[config.mk]
export PLATFORM = sky130hd
export DESIGN_NAME = raster_timing_gen
export DESIGN_NICKNAME = d
export VERILOG_FILES = /design/src/rtl/rtg_pkg.sv /design/src/rtl/rtg_regbank.sv /design/src/rtl/rtg_axis_counter.sv /design/src/rtl/rtg_axis_window.sv /design/src/rtl/rtg_output_stage.sv /design/src/rtl/raster_timing_gen.sv
export SDC_FILE = /design/constraint.sdc
export NUM_CORES = 1
export LEC_CHECK = 0
export BUFFER_PORTS_ARGS = -buffer_cell sky130_fd_sc_hd__buf_2
export CAP_MARGIN = 15
export CORE_ASPECT_RATIO = 1.5
export CORE_UTILIZATION = 62
export DETAILED_ROUTE_END_ITERATION = 12
export PLACE_DENSITY_LB_ADDON = 0.08
export SLEW_MARGIN = 20
export SYNTH_ARGS = -nofsm -noshare
export SYNTH_HDL_FRONTEND = slang
export SYNTH_HIERARCHICAL = 1
export SYNTH_SLANG_ARGS = --single-unit
[constraint.sdc]
create_clock -name clk -period 2.65 [get_ports clk]
set_clock_uncertainty 0.15 [all_clocks]
set_input_delay 0.1325 -clock clk [delete_from_list [all_inputs] [get_ports clk]]
set_output_delay 0.1325 -clock clk [all_outputs]
set_load 0.05 [all_outputs]
[src/rtl/rtg_pkg.sv]
package rtg_pkg;

    localparam int COORD_W = 12;
    localparam int DATA_W  = COORD_W;
    localparam int ADDR_W  = 4;
    localparam int AXES    = 2;

    typedef logic [COORD_W-1:0] coord_t;

    typedef enum logic [ADDR_W-1:0] {
        RA_CTRL     = 4'd0,
        RA_H_TOTAL  = 4'd1,
        RA_H_ACT    = 4'd2,
        RA_HS_BEG   = 4'd3,
        RA_HS_END   = 4'd4,
        RA_V_TOTAL  = 4'd5,
        RA_V_ACT    = 4'd6,
        RA_VS_BEG   = 4'd7,
        RA_VS_END   = 4'd8,
        RA_FETCH    = 4'd9,
        RA_SYNC     = 4'd10,
        RA_DISP     = 4'd11
    } reg_addr_e;

    // control register bit positions
    localparam int CTL_EN_BIT   = 0;
    localparam int CTL_RF_BIT   = 1;
    // sync control bit positions
    localparam int SY_EMBED_BIT = 0;
    localparam int SY_ALL_BIT   = 1;
    localparam int SY_HINV_BIT  = 3;
    localparam int SY_VINV_BIT  = 4;
    localparam int SY_HOFF_BIT  = 5;
    localparam int SY_VOFF_BIT  = 6;
    // display control bit position
    localparam int DISP_OFF_BIT = 1;

    typedef struct packed {
        coord_t total;
        coord_t active;
        coord_t sync_beg;
        coord_t sync_end;
    } axis_cfg_t;

    typedef struct packed {
        axis_cfg_t h;
        axis_cfg_t v;
        coord_t    fetch_at;
    } timing_cfg_t;

    typedef struct packed {
        logic enable;
        logic refresh;
    } ctl_t;

    typedef struct packed {
        logic vs_off;
        logic hs_off;
        logic vs_inv;
        logic hs_inv;
        logic all_off;
        logic embed;
    } sync_ctl_t;

    typedef struct packed {
        logic in_active;
        logic in_sync;
    } axis_flags_t;

    // reset mode, given in visible pixels and porches
    localparam int DEF_H_ACT   = 1280;
    localparam int DEF_H_FP    = 48;
    localparam int DEF_H_SYNC  = 112;
    localparam int DEF_H_BP    = 248;
    localparam int DEF_V_ACT   = 1024;
    localparam int DEF_V_FP    = 1;
    localparam int DEF_V_SYNC  = 3;
    localparam int DEF_V_BP    = 38;
    localparam int DEF_PREFETCH = 88;

    function automatic axis_cfg_t axis_from_porches(input int act, input int fp,
                                                    input int sw, input int bp);
        axis_cfg_t a;
        a.total    = coord_t'(act + fp + sw + bp - 1);
        a.active   = coord_t'(act - 1);
        a.sync_beg = coord_t'(act + fp - 1);
        a.sync_end = coord_t'(act + fp + sw - 1);
        return a;
    endfunction

    function automatic timing_cfg_t default_timing();
        timing_cfg_t t;
        int htot;
        int pre;
        htot = DEF_H_ACT + DEF_H_FP + DEF_H_SYNC + DEF_H_BP;
        pre  = (DEF_PREFETCH >= htot) ? htot - 1 : DEF_PREFETCH;
        t.h  = axis_from_porches(DEF_H_ACT, DEF_H_FP, DEF_H_SYNC, DEF_H_BP);
        t.v  = axis_from_porches(DEF_V_ACT, DEF_V_FP, DEF_V_SYNC, DEF_V_BP);
        t.fetch_at = coord_t'(htot - pre - 1);
        return t;
    endfunction

    function automatic sync_ctl_t unpack_sync(input logic [DATA_W-1:0] d);
        sync_ctl_t s;
        s.embed   = d[SY_EMBED_BIT];
        s.all_off = d[SY_ALL_BIT];
        s.hs_inv  = d[SY_HINV_BIT];
        s.vs_inv  = d[SY_VINV_BIT];
        s.hs_off  = d[SY_HOFF_BIT];
        s.vs_off  = d[SY_VOFF_BIT];
        return s;
    endfunction

endpackage

[src/rtl/rtg_regbank.sv]
module rtg_regbank
    import rtg_pkg::*;
(
    input  logic              clk,
    input  logic              rst,
    input  logic              wr_en,
    input  logic [ADDR_W-1:0] wr_addr,
    input  logic [DATA_W-1:0] wr_data,
    output timing_cfg_t       cfg,
    output ctl_t              ctl,
    output sync_ctl_t         sync_ctl,
    output logic              disp_off
);

    localparam timing_cfg_t RESET_CFG = default_timing();

    coord_t wr_coord;
    assign wr_coord = wr_data[COORD_W-1:0];

    always_ff @(posedge clk) begin
        if (rst) begin
            cfg      <= RESET_CFG;
            ctl      <= '0;
            sync_ctl <= '0;
            disp_off <= 1'b0;
        end else if (wr_en) begin
            case (reg_addr_e'(wr_addr))
                RA_CTRL: begin
                    ctl.enable  <= wr_data[CTL_EN_BIT];
                    ctl.refresh <= wr_data[CTL_RF_BIT];
                end
                RA_H_TOTAL: cfg.h.total    <= wr_coord;
                RA_H_ACT:   cfg.h.active   <= wr_coord;
                RA_HS_BEG:  cfg.h.sync_beg <= wr_coord;
                RA_HS_END:  cfg.h.sync_end <= wr_coord;
                RA_V_TOTAL: cfg.v.total    <= wr_coord;
                RA_V_ACT:   cfg.v.active   <= wr_coord;
                RA_VS_BEG:  cfg.v.sync_beg <= wr_coord;
                RA_VS_END:  cfg.v.sync_end <= wr_coord;
                RA_FETCH:   cfg.fetch_at   <= wr_coord;
                RA_SYNC:    sync_ctl       <= unpack_sync(wr_data);
                RA_DISP:    disp_off       <= wr_data[DISP_OFF_BIT];
                default: ;
            endcase
        end
    end

endmodule

[src/rtl/rtg_axis_counter.sv]
module rtg_axis_counter
    import rtg_pkg::*;
(
    input  logic   clk,
    input  logic   rst,
    input  logic   run,
    input  logic   step,
    input  coord_t limit,
    output coord_t pos,
    output logic   at_end
);

    // at or past the limit counts as the end, so a shortened total
    // written while running still wraps on the next step
    assign at_end = (pos >= limit);

    always_ff @(posedge clk) begin
        if (rst || !run) begin
            pos <= '0;
        end else if (step) begin
            pos <= at_end ? '0 : pos + 1'b1;
        end
    end

endmodule

[src/rtl/rtg_axis_window.sv]
module rtg_axis_window
    import rtg_pkg::*;
(
    input  coord_t      pos,
    input  axis_cfg_t   acfg,
    output axis_flags_t flags
);

    always_comb begin
        flags.in_active = (pos <= acfg.active);
        flags.in_sync   = (pos > acfg.sync_beg) && (pos <= acfg.sync_end);
    end

endmodule

[src/rtl/rtg_output_stage.sv]
module rtg_output_stage
    import rtg_pkg::*;
(
    input  logic        run,
    input  logic        refresh,
    input  logic        disp_off,
    input  sync_ctl_t   sync_ctl,
    input  axis_flags_t h_flags,
    input  axis_flags_t v_flags,
    input  logic        fetch_hit,
    output logic        de,
    output logic        hsync,
    output logic        vsync,
    output logic        fetch,
    output logic        embed
);

    logic hs_gated;
    logic vs_gated;

    always_comb begin
        hs_gated = run && h_flags.in_sync && !sync_ctl.hs_off && !sync_ctl.all_off;
        vs_gated = run && v_flags.in_sync && !sync_ctl.vs_off && !sync_ctl.all_off;
        hsync    = hs_gated ^ sync_ctl.hs_inv;
        vsync    = vs_gated ^ sync_ctl.vs_inv;
        embed    = sync_ctl.embed && (hs_gated || vs_gated);
        de       = run && refresh && !disp_off && h_flags.in_active && v_flags.in_active;
        fetch    = run && fetch_hit;
    end

endmodule

[src/rtl/raster_timing_gen.sv]
module raster_timing_gen
    import rtg_pkg::*;
(
    input  logic              clk,
    input  logic              rst,
    input  logic              reg_wr_en,
    input  logic [ADDR_W-1:0] reg_wr_addr,
    input  logic [DATA_W-1:0] reg_wr_data,
    output logic [COORD_W-1:0] pix_x_o,
    output logic [COORD_W-1:0] pix_y_o,
    output logic              de_o,
    output logic              hsync_o,
    output logic              vsync_o,
    output logic              fetch_o,
    output logic              sync_embed_o
);

    timing_cfg_t cfg;
    ctl_t        ctl;
    sync_ctl_t   sync_ctl;
    logic        disp_off;

    rtg_regbank u_regs (
        .clk      (clk),
        .rst      (rst),
        .wr_en    (reg_wr_en),
        .wr_addr  (reg_wr_addr),
        .wr_data  (reg_wr_data),
        .cfg      (cfg),
        .ctl      (ctl),
        .sync_ctl (sync_ctl),
        .disp_off (disp_off)
    );

    axis_cfg_t   acfg  [AXES];
    coord_t      pos   [AXES];
    logic        wrap  [AXES];
    axis_flags_t flags [AXES];

    assign acfg[0] = cfg.h;
    assign acfg[1] = cfg.v;

    // axis 0 steps every clock; each later axis steps when the one before wraps
    for (genvar a = 0; a < AXES; a++) begin : g_axis
        logic step;
        if (a == 0) begin : g_first
            assign step = 1'b1;
        end else begin : g_chained
            assign step = wrap[a-1];
        end

        rtg_axis_counter u_cnt (
            .clk    (clk),
            .rst    (rst),
            .run    (ctl.enable),
            .step   (step),
            .limit  (acfg[a].total),
            .pos    (pos[a]),
            .at_end (wrap[a])
        );

        rtg_axis_window u_win (
            .pos   (pos[a]),
            .acfg  (acfg[a]),
            .flags (flags[a])
        );
    end

    rtg_output_stage u_out (
        .run       (ctl.enable),
        .refresh   (ctl.refresh),
        .disp_off  (disp_off),
        .sync_ctl  (sync_ctl),
        .h_flags   (flags[0]),
        .v_flags   (flags[1]),
        .fetch_hit (pos[0] == cfg.fetch_at),
        .de        (de_o),
        .hsync     (hsync_o),
        .vsync     (vsync_o),
        .fetch     (fetch_o),
        .embed     (sync_embed_o)
    );

    assign pix_x_o = pos[0];
    assign pix_y_o = pos[1];

endmodule

==> results.toml <==
[run_status]
status = "finished, violations left"
violations = "setup timing"

[logic_synthesis]
async_flop_share_pct = 0
ys_top_cells_by_area = "dfxtp_1 (34%), ha_1 (15%), mux2i_1 (14%), nand2b_1 (5.9%), inv_1 (4.3%)"
yosys_most_used_dff = "dfxtp_1"
synth_compound_area_share_pct = 7.271
synth_top_family_by_area = "simple AND/OR/NAND/NOR gates"
muxShareOfSynthArea_pct = 13.94
synth_edf_count = 0
ys_warn_count = 6
ys_ff_latch = 141
yosys.area.top_type_share_pct = 33.89
synthAdderAreaFrac_pct = 14.72
synth.yosys.seq_area_share_pct = 33.89
syn_inst = 911
synth.largest_area_cell = "dfxtp_1"
synth.avg_cell_area_um2 = 9.143
synth_xor_area_share_pct = 3.365
synth_cell_type_count = 48
syn_area_um2 = 8329
synth_simple_gate_area_share_pct = 20.53

[power]
peakVddDrop_uv = 385.7
p_per_area_nw_per_um2 = 468.5
power_leakage_nw = 4.923

[detailed_routing]
dr.first_iter.drc_count = 362
avgViaCountPerCell = 5.800
drc_errors = 0
wl_per_cell_um = 19.83
vias = 6838
ant_nets = 0
first_pass_iters = 5
wl_um = 23380

[placed_design]
place_ws_ns = -0.01621
place.gp.congestion = 0.9385
io_buffers = 47
place_inst = 1124
dp_hpwl_um = 16550

[global_route]
busiest_layer = "met2"
grt_first_pass_wirelength_um = 35330
grt_max_degree = 86
antenna_found_initial = 0
grt_pass1_vias = 6877
met1_usage_pct = 35.82
grtUsageMet2_pct = 61.97
track_usage_pct = 33.48
gr-total-overflow = 0
grt_use_met3_pct = 4.912

[sta]
slew_violations = 0
finalCritPeriodShare_pct = 108.4
clock.fmax_mhz = 348.0
hold_ws_ns = 0.02907
min_period_ns = 2.873
slew_headroom_pct = 33.62
rsz0062_at_grt = "true"
finalHoldViolations = 0
tightest_slew_ns = 0.9921
fin_ws_ns = -0.2234
setup_viol = 4
setup-tns-final_ns = -0.5375

[finish]
layout-drive-gt1-share_pct = 23.04
layout.cells.non_filler = 1179
area_growth_pct = 21.39
diodes = 0
fin_nets = 1125

[floorplanning]
ios = 48
core_area_um2 = 13020
die_w_um = 96.64
row_count = 51
start_util_pct = 63.99
die_y_um = 144.0
die_area_um2 = 13910

[clock_tree]
h-tree-depth = 4
worstSkewPairLatency_ns = 0.41
cts_root_buf = "clkbuf_16"
clk_pin_slew_ns = 0.06
cts_buffer_depth = 2
cts_tree = "built"
cts_buffers = 17
cts_sinks = 141

[critical_path]
worst_setup_path_end_kind = "primary output"
cp.arrival_ns = 2.59
worstSetupPathType = "reg -> out"
required_ns = 2.37
startpoint_type = "register"
critPathMaxFanout = 6

[min_path]
hold_class = "in -> reg"

[run]
maxCapViolCount = 0
==> sequential cells by signal, summed over array words and instances (netlist names) <==
register and cells:
u_regs/cfg 108, g_axis.u_cnt/pos 24, u_regs/sync_ctl 6, u_regs/ctl 2
u_regs/disp_off 1
==> repair_timing <==
| action | in CTS | in global routing |
|---|---|---|
| hold buffers | 13 | 0 |
| endpoints found under the setup margin | 4 | 15 |
| hold endpoints to repair | 29 | 0 |
| resized for setup | 47 | 45 |
| pin swaps | 16 | 27 |
| buffers inserted | 5 | 7 |
==> cells by family (layout without fill, tap and decap cells) <==
family,count (synthesis),after routing
and+or+nand+nor,305,305
muxes,116,116
other,1,9
adders and majority gates,98,98
DFF,141,141
buffers and inverters,125,226
xor gates and xnor gates,32,32
AOI/OAI and AO/OA,93,93
==> routing by layer <==
metal  vias to the layer above  routed length (um)
met5                         -                   0
met4                         0                1317
met3                        66                 951
met2                       201               12350
met1                      3297                8766
li1                       3274                   -
==> worst max-delay path, stage by stage (launching register included) <==
cell	delay (ns)
dfxtp_2	0.37
ha_1	0.31
and4_4	0.23
nand2_2	0.07
a21oi_2	0.16
nor2_1	0.08
a311oi_2	0.34
and4bb_1	0.28
xor2_2	0.16
buf_6	0.17
==> report_power, final <==
part           switching (mW)  leakage (nW)  internal, mW
sequential             0.0143          1.16          2.13
clock                   0.914         0.274          1.42
combinational           0.154          3.49         0.100
==> final timing paths <==
path	slack, ns	end	from	depth (start not counted)
max	-0.22	hsync_o	g_axis[0].u_cnt/pos[8]	9
max reg2reg	0.13	g_axis[1].u_cnt/pos[7]	g_axis[0].u_cnt/pos[9]	11
min reg2reg	0.33	u_regs/cfg[28]	u_regs/cfg[28]	2
min	0.03	u_regs/sync_ctl[1]	reg_wr_data[1]	3
==> cell type report <==
type	instances	area [um^2]
clock inverters	11	118.9
well taps	159	198.9
inverters	96	362.8
repair buffers	99	696.9
multi-input cells	653	5379
flip-flops and latches	141	2898
clock buffers	20	456.7
fillers	928	2907
==> cells in the mapped netlist (2+ instances only) <==
master and instances:
a21boi_4 2, a21o_1 10, a21oi_1 40, a21oi_2 4, a311oi_2 2, and2_4 2, and2b_4 2, and3_1 4
and3b_1 2, and4_1 4, and4_4 2, and4bb_1 3, buf_2 4, buf_4 6, buf_6 3, clkbuf_1 15
dfxtp_1 141, ha_1 98, inv_1 96, mux2i_1 116, nand2_1 30, nand2_2 3, nand2b_1 78, nand3_1 10
nand3_2 2, nand3b_1 3, nand4_1 23, nand4_2 2, nor2_1 87, nor2b_1 14, nor3_1 18, nor3_2 9
nor3b_1 2, o211ai_1 6, o211ai_2 2, o21a_1 4, o21a_2 2, o21ai_0 18, o21ai_1 2, or3_1 2
xnor2_1 22, xor2_1 10
==> per-stage QoR <==
step	utilization (%)	instance area [um^2]	total power [mW]
floorplan	-	8412	2.349
global placement	68.37	8900	2.423
detailed placement	68.37	8900	2.429
CTS	75.71	9856	4.756
global route	77.67	10110	4.874
finish	77.67	10110	4.737
==> cells in the final DEF (no fill, tap or decap), types with 6 or more instances in the layout <==
| cell | synthesis | final |
|---|---|---|
| buf_2 | 4 | 42 |
| xor2_1 | 10 | 8 |
| nand2_1 | 30 | 26 |
| nand2_2 | 3 | 7 |
| buf_4 | 6 | 37 |
| dfxtp_1 | 141 | 107 |
| inv_1 | 96 | 93 |
| o21ai_0 | 18 | 16 |
| xnor2_1 | 22 | 22 |
| a21oi_1 | 40 | 30 |
| ha_1 | 98 | 79 |
| nand3_1 | 10 | 10 |
| dfxtp_4 | 0 | 13 |
| conb_1 | 1 | 9 |
| nand2b_1 | 78 | 78 |
| nor3_2 | 9 | 12 |
| ha_4 | 0 | 17 |
| nand4_1 | 23 | 23 |
| dlygate4sd3_1 | 0 | 13 |
| dfxtp_2 | 0 | 21 |
| o211ai_1 | 6 | 6 |
| nor2b_1 | 14 | 11 |
| clkbuf_16 | 0 | 17 |
| nor3_1 | 18 | 14 |
| mux2i_1 | 116 | 116 |
| a21oi_2 | 4 | 13 |
| nor2_1 | 87 | 87 |
| buf_6 | 3 | 7 |
| a21o_1 | 10 | 10 |
Note: power is estimated with default switching activity, not from simulation.
